**src/rtl/ldc_pkg.sv**
```systemverilog
`timescale 1ns/1ps
// Package ldc_pkg
// Register index constants and the per-device bank record shared by the
// configuration space modules. Assumes 8-bit register indexes.
package ldc_pkg;
    localparam logic [7:0] IX_DEVSEL = 8'h07;
    localparam logic [7:0] IX_CHIPID = 8'h20;
    localparam logic [7:0] IX_ACT    = 8'h30;
    localparam logic [7:0] IX_RCHK   = 8'h31;
    localparam logic [7:0] IX_BASEH  = 8'h60;
    localparam logic [7:0] IX_BASEL  = 8'h61;
    localparam logic [7:0] IX_IRQ    = 8'h70;
    localparam logic [7:0] IX_ITYPE  = 8'h71;
    localparam logic [7:0] IX_DMA0   = 8'h74;
    localparam logic [7:0] IX_DMA1   = 8'h75;

    localparam logic [7:0] CHIP_ID_HI = 8'hC0;
    localparam logic [7:0] RCHK_PAT1  = 8'h55;
    localparam logic [7:0] RCHK_PAT0  = 8'hAA;

    typedef struct packed {
        logic        act;
        logic [1:0]  rchk;
        logic [15:0] base;
        logic [7:0]  irq;
        logic [1:0]  itype;
        logic [7:0]  dma0;
        logic [7:0]  dma1;
    } bank_t;
endpackage

```
**src/rtl/ldc_host_port.sv**
```systemverilog
`timescale 1ns/1ps
// Module ldc_host_port
// Holds the index register and the logical-device selector, and turns
// host strobes into a data-write pulse. Assumes a one-bit port offset
// and single-cycle write strobes.
module ldc_host_port (
    input  logic       clk,
    input  logic       rst_n,
    input  logic       host_we,
    input  logic       host_addr,
    input  logic [7:0] host_wdata,
    output logic [7:0] idx,
    output logic [7:0] sel,
    output logic       data_we
);
    import ldc_pkg::*;

    // Data-port write strobe seen by all banks.
    always_comb data_we = host_we && host_addr;

    // Index register, written through port offset 0.
    always_ff @(posedge clk) begin
        if (!rst_n)
            idx <= 8'h00;
        else if (host_we && !host_addr)
            idx <= host_wdata;
    end

    // Logical-device selector, written through the data port at 0x07.
    always_ff @(posedge clk) begin
        if (!rst_n)
            sel <= 8'h00;
        else if (data_we && idx == IX_DEVSEL)
            sel <= host_wdata;
    end
endmodule

```
**src/rtl/ldc_bank.sv**
```systemverilog
`timescale 1ns/1ps
// Module ldc_bank
// Register bank of one logical device. It updates only when the selector
// equals DEV_ID and the index names one of its fields. Also derives the
// range-check diagnostic pattern. Assumes the selector is 8 bits wide.
module ldc_bank #(
    parameter int DEV_ID = 0
) (
    input  logic          clk,
    input  logic          rst_n,
    input  logic          data_we,
    input  logic [7:0]    idx,
    input  logic [7:0]    sel,
    input  logic [7:0]    wdata,
    output ldc_pkg::bank_t regs,
    output logic [7:0]    rchk_out
);
    import ldc_pkg::*;

    logic hit;

    // Write qualifies for this bank only when it is the selected device.
    always_comb hit = data_we && (sel == 8'(DEV_ID));

    // Field updates, one index per field.
    always_ff @(posedge clk) begin
        if (!rst_n) begin
            regs <= '0;
        end else if (hit) begin
            case (idx)
                IX_ACT:   regs.act        <= wdata[0];
                IX_RCHK:  regs.rchk       <= wdata[1:0];
                IX_BASEH: regs.base[15:8] <= wdata;
                IX_BASEL: regs.base[7:0]  <= wdata;
                IX_IRQ:   regs.irq        <= wdata;
                IX_ITYPE: regs.itype      <= wdata[1:0];
                IX_DMA0:  regs.dma0       <= wdata;
                IX_DMA1:  regs.dma1       <= wdata;
                default:  ;
            endcase
        end
    end

    // Diagnostic pattern, shown only while checking is on and the device is off.
    always_comb begin
        if (regs.rchk[1] && !regs.act)
            rchk_out = regs.rchk[0] ? RCHK_PAT1 : RCHK_PAT0;
        else
            rchk_out = 8'h00;
    end
endmodule

```
**src/rtl/ldc_read_mux.sv**
```systemverilog
`timescale 1ns/1ps
// Module ldc_read_mux
// Builds the host read byte. Offset 0 returns the index. Offset 1 returns
// the register named by the index: the global registers, or the selected
// bank's fields. Unknown indexes and selectors above NDEV-1 read zero.
module ldc_read_mux #(
    parameter int         NDEV = 9,
    parameter logic [1:0] REV  = 2'b00
) (
    input  logic                      host_addr,
    input  logic [7:0]                idx,
    input  logic [7:0]                sel,
    input  ldc_pkg::bank_t [NDEV-1:0] banks,
    output logic [7:0]                rdata
);
    import ldc_pkg::*;

    bank_t cur;

    // Pick the selected bank; an out-of-range selector yields an empty record.
    always_comb begin
        cur = '0;
        for (int i = 0; i < NDEV; i++)
            if (sel == 8'(i)) cur = banks[i];
    end

    // Register decode for the data port, index for the index port.
    always_comb begin
        if (!host_addr) begin
            rdata = idx;
        end else begin
            case (idx)
                IX_DEVSEL: rdata = sel;
                IX_CHIPID: rdata = CHIP_ID_HI | {6'b0, REV};
                IX_ACT:    rdata = {7'b0, cur.act};
                IX_RCHK:   rdata = {6'b0, cur.rchk};
                IX_BASEH:  rdata = cur.base[15:8];
                IX_BASEL:  rdata = cur.base[7:0];
                IX_IRQ:    rdata = cur.irq;
                IX_ITYPE:  rdata = {6'b0, cur.itype};
                IX_DMA0:   rdata = cur.dma0;
                IX_DMA1:   rdata = cur.dma1;
                default:   rdata = 8'h00;
            endcase
        end
    end
endmodule

```
**src/rtl/ldev_cfg_space.sv**
```systemverilog
`timescale 1ns/1ps
// Module ldev_cfg_space
// Top of the indexed configuration space: host port, NDEV banks built by
// generate, the read mux, and flattening of the per-device exports.
// Assumes a synchronous active-low reset and single-byte host accesses.
module ldev_cfg_space #(
    parameter int         NDEV = 9,
    parameter logic [1:0] REV  = 2'b00
) (
    input  logic              clk,
    input  logic              rst_n,
    input  logic              host_we,
    input  logic              host_addr,
    input  logic [7:0]        host_wdata,
    output logic [7:0]        host_rdata,
    output logic [NDEV-1:0]   dev_active,
    output logic [16*NDEV-1:0] dev_base,
    output logic [8*NDEV-1:0] dev_irq,
    output logic [8*NDEV-1:0] dev_dma0,
    output logic [8*NDEV-1:0] dev_dma1,
    output logic [8*NDEV-1:0] dev_rchk
);
    import ldc_pkg::*;

    logic [7:0]           idx;
    logic [7:0]           sel;
    logic                 data_we;
    bank_t [NDEV-1:0]     banks;

    ldc_host_port u_port (
        .clk        (clk),
        .rst_n      (rst_n),
        .host_we    (host_we),
        .host_addr  (host_addr),
        .host_wdata (host_wdata),
        .idx        (idx),
        .sel        (sel),
        .data_we    (data_we)
    );

    for (genvar g = 0; g < NDEV; g++) begin : g_bank
        ldc_bank #(.DEV_ID(g)) u_bank (
            .clk      (clk),
            .rst_n    (rst_n),
            .data_we  (data_we),
            .idx      (idx),
            .sel      (sel),
            .wdata    (host_wdata),
            .regs     (banks[g]),
            .rchk_out (dev_rchk[8*g +: 8])
        );

        // Flatten this bank's exported fields.
        always_comb begin
            dev_active[g]       = banks[g].act;
            dev_base[16*g +: 16] = banks[g].base;
            dev_irq[8*g +: 8]   = banks[g].irq;
            dev_dma0[8*g +: 8]  = banks[g].dma0;
            dev_dma1[8*g +: 8]  = banks[g].dma1;
        end
    end

    ldc_read_mux #(.NDEV(NDEV), .REV(REV)) u_rmux (
        .host_addr (host_addr),
        .idx       (idx),
        .sel       (sel),
        .banks     (banks),
        .rdata     (host_rdata)
    );
endmodule

```
**config.mk**
```make
export PLATFORM = sky130hd
export DESIGN_NAME = ldev_cfg_space
export DESIGN_NICKNAME = d
export VERILOG_FILES = /design/src/rtl/ldc_pkg.sv /design/src/rtl/ldc_host_port.sv /design/src/rtl/ldc_bank.sv /design/src/rtl/ldc_read_mux.sv /design/src/rtl/ldev_cfg_space.sv
export SDC_FILE = /design/constraint.sdc
export NUM_CORES = 1
export LEC_CHECK = 0
export CORE_MARGIN = 2
export CORE_UTILIZATION = 40
export CTS_CLUSTER_SIZE = 10
export DETAILED_ROUTE_END_ITERATION = 12
export PLACE_DENSITY = 0.61
export SLEW_MARGIN = 10
export SYNTH_ARGS = -nofsm -noshare
export SYNTH_HDL_FRONTEND = slang
export SYNTH_SLANG_ARGS = --single-unit
```
**constraint.sdc**
```tcl
create_clock -name clk -period 2.9 [get_ports clk]
set_input_delay 0.435 -clock clk [delete_from_list [all_inputs] [get_ports clk]]
set_output_delay 0.435 -clock clk [all_outputs]
set_load 0.01 [all_outputs]
```
==> flow_metrics.env <==
export IMPL_min_period_ns=3.65
export IMPL_io_pins=461
export IMPL_cp_end_kind="output port"
export IMPL_yosysMostFrequentCell="nand2_1"
export IMPL_initial_utilization=0.402
export IMPL_slew_headroom=0.389
export IMPL_cts_root_buf="clkbuf_16"
export IMPL_fin_ws_ns=-0.748
export IMPL_violations="setup timing"
export IMPL_power_mw=12.2
export IMPL_pre_cts_slack_ns=-0.811
export IMPL_place_gp_congestion=1.01
export IMPL_grt_pass1_vias=22408
export IMPL_antenna_left=0
export IMPL_setup_violations_final=8
export IMPL_drive_gt1_frac=0.232
export IMPL_cts_tree="yes"
export IMPL_port_buffers=460
export IMPL_coreArea_mm2=0.0587
export IMPL_maxCapViolCount=0
export IMPL_ys_seq_area_frac=0.357
export IMPL_crit_path_start_kind="flop"
export IMPL_fin_hold_ws_ns=0.237
export IMPL_avgSynthCellArea_um2=7.99
export IMPL_num_antenna_cells=0
export IMPL_synth_area_mm2=0.0236
export IMPL_synthToLayoutAreaGrowth_pct=34.3
export IMPL_dp_final_hpwl_mm=94.5
export IMPL_fmax_mhz=274
export IMPL_cts_buffers=50
export IMPL_synth_cell_type_count=78
export IMPL_overflow=0
export IMPL_first_iter_violations=2259
export IMPL_synth_main_ff_cell="dfxtp_1"
export IMPL_synth_edf_count=0
export IMPL_grt_max_degree=106
export IMPL_final_hold_viol_count=0
export IMPL_rsz0062_at_grt="yes"
export IMPL_fillCellCount=5455
export IMPL_rows=89
export IMPL_fin_skew_ns=0.0200
export IMPL_leakage_nw=10.9
export IMPL_p_per_area_mw_per_mm2=387
export IMPL_synthTopCellsByArea="dfxtp_1 36%, buf_4 14%, a21boi_0 12%"
export IMPL_required_ns=2.47
export IMPL_outcome="complete, but fails checks"
export IMPL_finalWirelength_mm=122
export IMPL_vias_per_cell=5.66
export IMPL_crit_fanout=6
export IMPL_track_usage=0.390
export IMPL_htreeDepth=2
export IMPL_vias=23506
export IMPL_antenna_found_initial=3
export IMPL_peakVddDrop_mv=0.474
export IMPL_grt_first_pass_wirelength_mm=169
export IMPL_synth_top_cell_area_share=0.357
export IMPL_clk_latency_ns=0.61
export IMPL_synth_nets=2965
export IMPL_clkSinkCount=421
export IMPL_period_share=1.26
export IMPL_tightest_slew_ns=0.916
export IMPL_min_path_type="in -> reg"
export IMPL_critPathArrivalTime_ns=3.21
export IMPL_ys_ff_latch=421
export IMPL_drv_slew=0
export IMPL_critPathKind="reg -> out"
export IMPL_drtPass1Iterations=8
export IMPL_clockBufferDepth=3
export IMPL_routedWlPerCell_um=29.3
export IMPL_die_h_um=247
export IMPL_layout_nets=3375
export IMPL_yosys_area_top_type="dfxtp_1"
export IMPL_fp_dieW_um=247
export IMPL_synth_commonest_cells="753 x nand2_1, 428 x buf_4, 421 x dfxtp_1"
export IMPL_path_clk_slew_ns=0.06
export IMPL_async_reset_ff_frac=0
export IMPL_synthCells=2953
export IMPL_yosysWarningCount=0
export IMPL_final_util=0.540
export IMPL_drc=0
export IMPL_fin_setup_tns_ns=-5.48
export IMPL_dieArea_mm2=0.0609
==> sequential cells by signal, summed over array words and instances (netlist names) <==
name                flops
g_bank.u_bank.regs    405
u_port.idx              8
u_port.sel              8
==> metal layers <==
| metal | part of all wire | wire [um] | global-route usage | vias up |
|---|---|---|---|---|
| met1 | 0.40 | 49200 | 0.500 | 11571 |
| met4 | 0.050 | 6130 | 0.166 | 4 |
| met3 | 0.078 | 9490 | 0.0647 | 258 |
| li1 | - | - | - | 10428 |
| met5 | 0.00025 | 30 | 0 | - |
| met2 | 0.47 | 56700 | 0.646 | 1245 |
==> cell families after synthesis <==
group                     Yosys count  share of synthesized area
buffers and inverters             638                      0.172
AOI/OAI and AO/OA                 754                      0.225
xor gates and xnor gates            1                   0.000371
DFF                               421                      0.357
muxes                              87                     0.0520
and+or+nand+nor                  1052                      0.194
==> cell type report <==
cell class | count | area, um^2 | area share
inverter | 16 | 61.3 | 0.00194
tap | 773 | 967 | 0.0305
clock buffer | 59 | 1350 | 0.0425
multi-input combinational | 1894 | 11700 | 0.370
clock inverter | 7 | 104 | 0.00328
sequential | 421 | 8440 | 0.267
timing repair buffer | 980 | 9010 | 0.285
==> metrics by stage <==
step / cell area (um^2) / cells
2_1_floorplan: 23600 / 2953
3_3_place_gp: 29100 / 4051
3_5_place_dp: 29100 / 4051
4_1_cts: 31400 / 4140
5_1_grt: 31700 / 4150
6_report: 31700 / 4150
==> critical path, cell delays in order, from the launching register on <==
cell and delay, ns:
dfxtp_2 0.33, or4_4 0.63, buf_6 0.16, nor3_4 0.18, buf_12 0.16, o2bb2ai_2 0.11, nand2_2 0.09, a211oi_4 0.33
o22ai_2 0.12, a32oi_2 0.31, buf_2 0.19
==> placed cells by master (no fill, tap or decap), types with 40 or more instances in the layout <==
cell             netlist  final
a21oi_1               46     40
clkdlybuf4s50_1        0    443
clkbuf_16              0     51
o21ai_0              139    123
nand3_1               64     61
mux2i_1               46     44
nand2_1              753    746
dfxtp_1              421    414
a21boi_0             388    388
nor2_1                84     76
buf_4                428    452
==> path summary, 6_finish.rpt <==
kind / start / endpoint / slack [ns] / depth (start not counted)
worst min-delay path: host_wdata[1] / g_bank[4].u_bank.regs[43]$_SDFFE_PN0P_ / 0.24 / 3
worst max-delay path: u_port.sel[7]$_SDFFE_PN0P_ / host_rdata[0] / -0.75 / 10
worst min register to register: g_bank[2].u_bank.regs[17]$_SDFFE_PN0P_ / g_bank[2].u_bank.regs[17]$_SDFFE_PN0P_ / 0.47 / 2
worst max register to register: u_port.sel[7]$_SDFFE_PN0P_ / g_bank[1].u_bank.regs[31]$_SDFFE_PN0P_ / 0.11 / 8
==> where the power goes <==
part	switching (mW)	internal, mW
Sequential	0.00579	5.79
Combinational	0.329	0.181
Clock	2.53	3.41
Total	2.86	9.38
==> timing repair <==
action                                  in CTS  in global routing
hold buffers                                 0                  0
endpoints found under the setup margin      13                 30
resized for setup                          176                 55
pin swaps                                   41                 28
setup buffers                               24                 12
cloned                                       1                  0
Power figures use the tool's default switching activity.
